**src/rtl/rdp_pkg.sv**
```systemverilog
package rdp_pkg;
  typedef enum logic {
    LAT_TWO   = 1'b0,
    LAT_THREE = 1'b1
  } lat_sel_e;

  localparam int MIN_LAT = 2;
endpackage

```
**src/rtl/rdp_mode_reg.sv**
```systemverilog
module rdp_mode_reg
  import rdp_pkg::*;
(
  input  logic     clk,
  input  logic     rst_n,
  input  logic     load,
  input  logic     lat3_in,
  output lat_sel_e lat_sel
);
  always_ff @(posedge clk or negedge rst_n) begin
    if (!rst_n)    lat_sel <= LAT_THREE;
    else if (load) lat_sel <= lat3_in ? LAT_THREE : LAT_TWO;
  end
endmodule

```
**src/rtl/rdp_delay_line.sv**
```systemverilog
module rdp_delay_line #(
  parameter int W     = 32,
  parameter int DEPTH = 2
) (
  input  logic                    clk,
  input  logic                    rst_n,
  input  logic                    in_valid,
  input  logic [W-1:0]            in_data,
  output logic [DEPTH-1:0]        tap_valid,
  output logic [DEPTH-1:0][W-1:0] tap_data
);
  for (genvar g = 0; g < DEPTH; g++) begin : g_stage
    logic         nxt_v;
    logic [W-1:0] nxt_d;
    if (g == 0) begin : g_head
      assign nxt_v = in_valid;
      assign nxt_d = in_data;
    end else begin : g_body
      assign nxt_v = tap_valid[g-1];
      assign nxt_d = tap_data[g-1];
    end
    always_ff @(posedge clk or negedge rst_n) begin
      if (!rst_n) begin
        tap_valid[g] <= 1'b0;
        tap_data[g]  <= '0;
      end else begin
        tap_valid[g] <= nxt_v;
        tap_data[g]  <= nxt_v ? nxt_d : '0;
      end
    end
  end
endmodule

```
**src/rtl/rdp_lane_out.sv**
```systemverilog
module rdp_lane_out #(
  parameter int LANES  = 4,
  parameter int LANE_W = 8
) (
  input  logic                    clk,
  input  logic                    rst_n,
  input  logic                    sel_valid,
  input  logic [LANES*LANE_W-1:0] sel_data,
  input  logic [LANES-1:0]        dqm,
  output logic [LANES*LANE_W-1:0] dq_out,
  output logic [LANES-1:0]        dq_oe,
  output logic                    dq_valid
);
  // One register stage here plus the output stage gives the fixed
  // two-clock read mask delay.
  logic [LANES-1:0] dqm_q;

  always_ff @(posedge clk or negedge rst_n) begin
    if (!rst_n) begin
      dqm_q    <= '0;
      dq_valid <= 1'b0;
    end else begin
      dqm_q    <= dqm;
      dq_valid <= sel_valid;
    end
  end

  for (genvar g = 0; g < LANES; g++) begin : g_lane
    logic drive;
    assign drive = sel_valid & ~dqm_q[g];
    always_ff @(posedge clk or negedge rst_n) begin
      if (!rst_n) begin
        dq_oe[g]                   <= 1'b0;
        dq_out[g*LANE_W +: LANE_W] <= '0;
      end else begin
        dq_oe[g]                   <= drive;
        dq_out[g*LANE_W +: LANE_W] <= drive ? sel_data[g*LANE_W +: LANE_W] : '0;
      end
    end
  end
endmodule

```
**src/rtl/read_data_pipe.sv**
```systemverilog
module read_data_pipe
  import rdp_pkg::*;
#(
  parameter int DATA_W  = 32,
  parameter int LANE_W  = 8,
  parameter int MAX_LAT = 3
) (
  input  logic                         clk,
  input  logic                         rst_n,
  input  logic                         cfg_load,
  input  logic                         cfg_lat3,
  input  logic                         rd_valid,
  input  logic [DATA_W-1:0]            rd_data,
  input  logic                         rd_stop,
  input  logic                         rd_precharge,
  input  logic [DATA_W/LANE_W-1:0]     dqm,
  input  logic                         wr_phase,
  output logic [DATA_W/LANE_W-1:0]     wr_byte_en,
  output logic [DATA_W-1:0]            dq_out,
  output logic [DATA_W/LANE_W-1:0]     dq_oe,
  output logic                         dq_valid
);
  localparam int LANES = DATA_W / LANE_W;
  localparam int DEPTH = MAX_LAT - MIN_LAT + 1;
  localparam int IDX_W = (DEPTH > 1) ? $clog2(DEPTH) : 1;

  lat_sel_e                         lat_sel;
  logic                             entry_valid;
  logic [DEPTH-1:0]                 tap_valid;
  logic [DEPTH-1:0][DATA_W-1:0]     tap_data;
  logic [IDX_W-1:0]                 tap_idx;
  logic                             sel_valid;
  logic [DATA_W-1:0]                sel_data;

  rdp_mode_reg u_mode (
    .clk     (clk),
    .rst_n   (rst_n),
    .load    (cfg_load),
    .lat3_in (cfg_lat3),
    .lat_sel (lat_sel)
  );

  // A stop or precharge voids the slot entering now; it leaves after
  // the programmed latency, which is exactly the turn-off delay.
  assign entry_valid = rd_valid & ~(rd_stop | rd_precharge);

  rdp_delay_line #(.W(DATA_W), .DEPTH(DEPTH)) u_delay (
    .clk       (clk),
    .rst_n     (rst_n),
    .in_valid  (entry_valid),
    .in_data   (rd_data),
    .tap_valid (tap_valid),
    .tap_data  (tap_data)
  );

  assign tap_idx   = (lat_sel == LAT_THREE) ? IDX_W'(1) : '0;
  assign sel_valid = tap_valid[tap_idx];
  assign sel_data  = tap_data[tap_idx];

  rdp_lane_out #(.LANES(LANES), .LANE_W(LANE_W)) u_out (
    .clk       (clk),
    .rst_n     (rst_n),
    .sel_valid (sel_valid),
    .sel_data  (sel_data),
    .dqm       (dqm),
    .dq_out    (dq_out),
    .dq_oe     (dq_oe),
    .dq_valid  (dq_valid)
  );

  assign wr_byte_en = wr_phase ? ~dqm : '0;
endmodule

```
**config.mk**
```make
export PLATFORM = sky130hd
export DESIGN_NAME = read_data_pipe
export DESIGN_NICKNAME = d
export VERILOG_FILES = /design/src/rtl/rdp_pkg.sv /design/src/rtl/rdp_mode_reg.sv /design/src/rtl/rdp_delay_line.sv /design/src/rtl/rdp_lane_out.sv /design/src/rtl/read_data_pipe.sv
export SDC_FILE = /design/constraint.sdc
export NUM_CORES = 1
export LEC_CHECK = 0
export CAP_MARGIN = 20
export CORE_UTILIZATION = 35
export CTS_BUF_LIST = sky130_fd_sc_hd__clkbuf_8
export CTS_CLUSTER_SIZE = 40
export DETAILED_ROUTE_END_ITERATION = 10
export PLACE_DENSITY = 0.6
export REMOVE_ABC_BUFFERS = 1
export SLEW_MARGIN = 20
export SYNTH_ARGS = -nofsm -noshare
export SYNTH_HDL_FRONTEND = slang
export SYNTH_SLANG_ARGS = --single-unit
```
**constraint.sdc**
```tcl
create_clock -name clk -period 1.15 [get_ports clk]
set_input_delay 0.23 -clock clk [delete_from_list [all_inputs] [get_ports clk]]
set_output_delay 0.23 -clock clk [all_outputs]
set_load 0.005 [all_outputs]
```
After elaboration in Yosys (flattened, before gate mapping)

Index checks and enable logic that the tools add are counted.

Muxes and demuxes: 13
$lt $le $gt $ge: 1
Bitwise logic cells: 12

Operators with widths:

| kind                                               | number |
|---|---|
| two-way mux 32 bit                                 | 4 |
| two-way mux 8 bit                                  | 4 |
| bitwise AND 1 bit                                  | 5 |
| inverter 1 bit                                     | 5 |
| two-way mux 1 bit                                  | 4 |
| two-way mux 4 bit                                  | 1 |
| inverter 4 bit                                     | 1 |
| < comparator 1 x 2 -> 1 bit, second input constant | 1 |
| OR 1 bit                                           | 1 |

Bits in registers: 108
Output and inout port bits: 41
Logic and storage cells: 41
Input bits: 44

Longest topological paths before layout

Depth after elaboration: 5
Mapped depth: 4
Gate-level depth less buffers: 2

Hierarchy

Synthesis repeated with hierarchy kept, for this count alone.

Cells, all modules: 261
Area, all modules: 4144.0 µm²

Modules (own cells, without submodules):

| module         | seq. area each (µm²) | times used | cells each | area each (µm²) |
|---|---|---|---|---|
| rdp_delay_line | 1651.6               | 1          | 137        | 2137.0 |
| rdp_lane_out   | 1026.0               | 1          | 80         | 1377.6 |
| read_data_pipe | 0.0                  | 1          | 42         | 588.1 |
| rdp_mode_reg   | 26.3                 | 1          | 2          | 41.3 |

Worst setup path before layout

No wires, ideal clock.

Path kind: register to register
Start: reg u_mode.lat_sel
End: reg u_out.dq_valid
Setup slack: -0.024 ns
Required time: 1.023 ns
Clock period less this slack: 1.174 ns
Cell stages (with the launch flop): 4
Path buffers: 1
Setup time: 0.127 ns
Arrival time: 1.048 ns
Cell sequence: dfstp_2 > buf_6 > mux2i_4 > inv_1

Word-level cells in the longest chain between the ends: 3

Ends and longest elaborated chain:

| item                                                  | RTL line             | text |
|---|---|---|
| from (decl)                                           | rdp_mode_reg.sv:8    | `output lat_sel_e lat_sel` |
| from (signal assigned)                                | rdp_mode_reg.sv:12   | `else if (load) lat_sel <= lat3_in ? LAT_THREE : LAT_TWO;` |
| two-way mux 1 bit                                     | read_data_pipe.sv:56 | `assign tap_idx = (lat_sel == LAT_THREE) ? IDX_W'(1) : '0;` |
| two-way mux 1 bit (not written as such) (2 in series) | read_data_pipe.sv:57 | `assign sel_valid = tap_valid[tap_idx];` |
| net sel_valid                                         | read_data_pipe.sv:32 | `logic sel_valid;` |
| to (signal assigned)                                  | rdp_lane_out.sv:24   | `dq_valid <= sel_valid;` |
| to (decl)                                             | rdp_lane_out.sv:12   | `output logic dq_valid` |

The timed path passes the listed nets, and every way through them passes these cells. The select of a mux whose other input is x is not followed.
A chain may end at the register's enable or synchronous reset.

Final worst setup path

Same ends and word-level chain as after synthesis.

==> out/qor.csv <==
metric,value,unit
place_congestion,0.705,
failed_checks,setup timing,
synth.avg_cell_area,12.9,sq um
synth_fa_ha_area_share,0,%
grt-ovfl-total,0,
clock_skew,15.5,ps
hpwl,5030,microns
min_from,dqm[2],
min_path_type,input pin to flip-flop,
setup_tns,-1230,ps
num_rows,38,
htree_levels,3,
insertion_delay,350,ps
syn_area,3960,sq um
antenna_cells,0,
cts_root_buf,clkbuf_8,
grt.total_usage,14.4,%
path_cells,mux2i_4 > inv_1,
synth_top_family_by_area,simple AND/OR/NAND/NOR gates,
coreArea,10900,sq um
worst_ep_required_time,1370,ps
cp.depth,2,
cts_buffers,9,
drc,0,
crit_type,flip-flop to flip-flop,
path_buf_inv,1,
drtPass1Iterations,4,
clock_path_buffers,2,
grt_max_degree,34,
vias,2407,
period_share,107,%
r2r-start,u_mode.lat_sel,
rsz0062_at_grt,yes,
synthDistinctLibCells,19,
reg2reg_slack,-80,ps
vias_per_cell,4.37,
drt-initial-drc-count,48,
crit_fanout,5,
hold_viol_final,0,
ys_warn_count,0,
reg2regPathDepth,2,
cts_tree,built,
layout_min_cycle_time,1230,ps
drv_cap,0,
synth_xor_area_share,0,%
synth_seq_cells,108,
cp.arrival,1450,ps
whs_endpoint,u_out.dqm_q[2],
antenna_found_initial,0,
cp_slowest_cell,dfstp_2,
worst_setup_path_end_kind,flip-flop,
die_height,108,microns
outcome,"finished, violations left",
clkTransAtPathRegs,100,ps
cpPeakStageDelay,640,ps
power_leakage,0.00267,uW
grt_pass1_vias,2476,
relSlewSlack,67.9,%
power_density,1260,nW/um^2
area_delta_synth_final,30.0,%
post-place-ws,-544,ps
yosysSeqAreaShare,68.3,%
setup_viol,29,
r2r_end,u_out.dq_valid,
crit_family,flip-flops,
port_buffers,84,
ir_drop,0.588,mV
dieArea,11700,sq um
die_x,108,microns
antenna_left,0,
drive_gt1_share,29.9,%
wl_per_cell,13.7,microns
initial_core_util,36.2,%
syn_inst,306,
grt_pass1_wl,12500,microns
tightest_slew,482,ps
cts_num_sinks,108,
synthMuxAreaShare,0.853,%
drv_slew,0,
pin_count,85,
synthSimpleGateAreaFrac,14.3,%
whs_path_depth,1,
synth-compound-area-share,9.77,%
max_freq,816,MHz
crit_path_start_kind,flip-flop,
routed_wl,7530,microns
setup_slack,-75.8,ps
layout.nets,451,
[per-layer routing]
layer / up-vias / track usage (%) / part of all wire, %
met5: - / 0 / 0
met4: 0 / 5.50 / 0.93
met3: 7 / 3.44 / 3.9
met2: 53 / 24.0 / 50
met1: 1194 / 18.3 / 45
li1: 1153 / - / -
[logic make-up after synthesis]
| group | after synthesis |
|---|---|
| flip-flops | 108 |
| buffers and inverters | 51 |
| AND/OR/NAND/NOR | 113 |
| AO/OA/AOI/OAI | 32 |
| multiplexers | 2 |
[flip-flops by register name, indices dropped and copies added, names as in the netlist]
| register | flops |
|---|---|
| u_out.dqm_q | 4 |
| u_out.dq_oe | 4 |
| u_out.dq_valid | 1 |
| u_out.dq_out | 32 |
| u_delay.g_stage.nxt_d | 32 |
| u_delay.g_stage.nxt_v | 1 |
| u_delay.tap_valid | 1 |
| u_delay.tap_data | 32 |
| u_mode.lat_sel | 1 |
[stage by stage]
stage	util [%]	hold WS, ps	power [uW]	instance area [sq um]	cells
after global placement	46.7	168	4570	5110	536
after CTS	46.8	102	6590	5110	551
after global routing	47.1	103	6830	5150	551
after detailed placement	46.7	166	4570	5110	536
final	47.1	121	6500	5150	551
after floorplan	-	-65.6	4110	3810	288
[power breakdown]
part	total [uW]	internal (uW)	switching (uW)	leakage [uW]
Sequential	3890	3850	33.5	0.00148
Clock	2010	825	1180	0.0000870
Combinational	603	320	284	0.00110
[worst max path at each step]
| stage | start | end | slack, ps |
|---|---|---|---|
| 2_1_floorplan | u_delay.tap_valid[1] | u_out.dq_out[5] | -150 |
| 3_3_place_gp | wr_phase | wr_byte_en[0] | -560 |
| 3_5_place_dp | wr_phase | wr_byte_en[1] | -540 |
| 4_1_cts | u_mode.lat_sel | u_out.dq_valid | -110 |
| 5_1_grt | u_mode.lat_sel | u_out.dq_valid | -140 |
| 6_report | u_mode.lat_sel | u_out.dq_valid | -80 |
[cell type report]
type,count,area [sq um]
inverter,33,124
tap,140,175
sequential,108,2700
fill,1054,5790
timing repair buffer,108,930
clock buffer,10,138
clock inverter,5,31.3
multi-input combinational,147,1040
[synthesized netlist by cell type]
cell type | count | area (sq um)
mux2i_4 | 1 | 22.5
o21ai_1 | 1 | 5.00
nand4b_1 | 1 | 8.76
o22ai_1 | 1 | 6.26
mux2_2 | 1 | 11.3
dfstp_2 | 1 | 26.3
nor2b_1 | 4 | 25.0
nor2_2 | 4 | 25.0
dfrtp_1 | 107 | 2680
nand2_1 | 63 | 236
and2_1 | 32 | 200
clkbuf_2 | 3 | 15.0
nor3b_4 | 1 | 18.8
nand2b_1 | 4 | 25.0
buf_2 | 6 | 30.0
buf_6 | 9 | 101
o22ai_2 | 30 | 375
or2_1 | 4 | 25.0
inv_1 | 33 | 124
[cells in the final DEF (no fill, tap or decap)]
cell and instances:
inv_1 35, dfstp_2 1, o22ai_4 4, nor2_2 4, buf_8 1, clkinv_4 1, buf_4 11, buf_2 39
nand2_1 63, nand2b_1 3, dlygate4sd2_1 2, clkinvlp_4 2, nor3b_4 1, dlygate4sd3_1 1, or2_4 4, clkdlybuf4s15_2 1
dfrtp_1 107, o22ai_2 27, clkdlybuf4s15_1 2, buf_12 6, buf_6 6, nor2b_2 1, mux2i_4 1, nand4b_1 1
nor2b_1 3, and2_1 32, mux2_2 1, clkbuf_8 10, clkdlybuf4s50_1 39, nand2b_4 1, o21ai_2 1
[repair_timing]
| item | 4_1_cts | 5_1_grt |
|---|---|---|
| hold buffers | 1 | 0 |
| buffers inserted | 0 | 1 |
| endpoints found under the hold margin | 18 | 0 |
| resized for setup | 174 | 9 |
| setup endpoints to repair | 79 | 39 |
| pin swaps | 32 | 5 |
No activity file was read; power rests on OpenSTA's default activity.
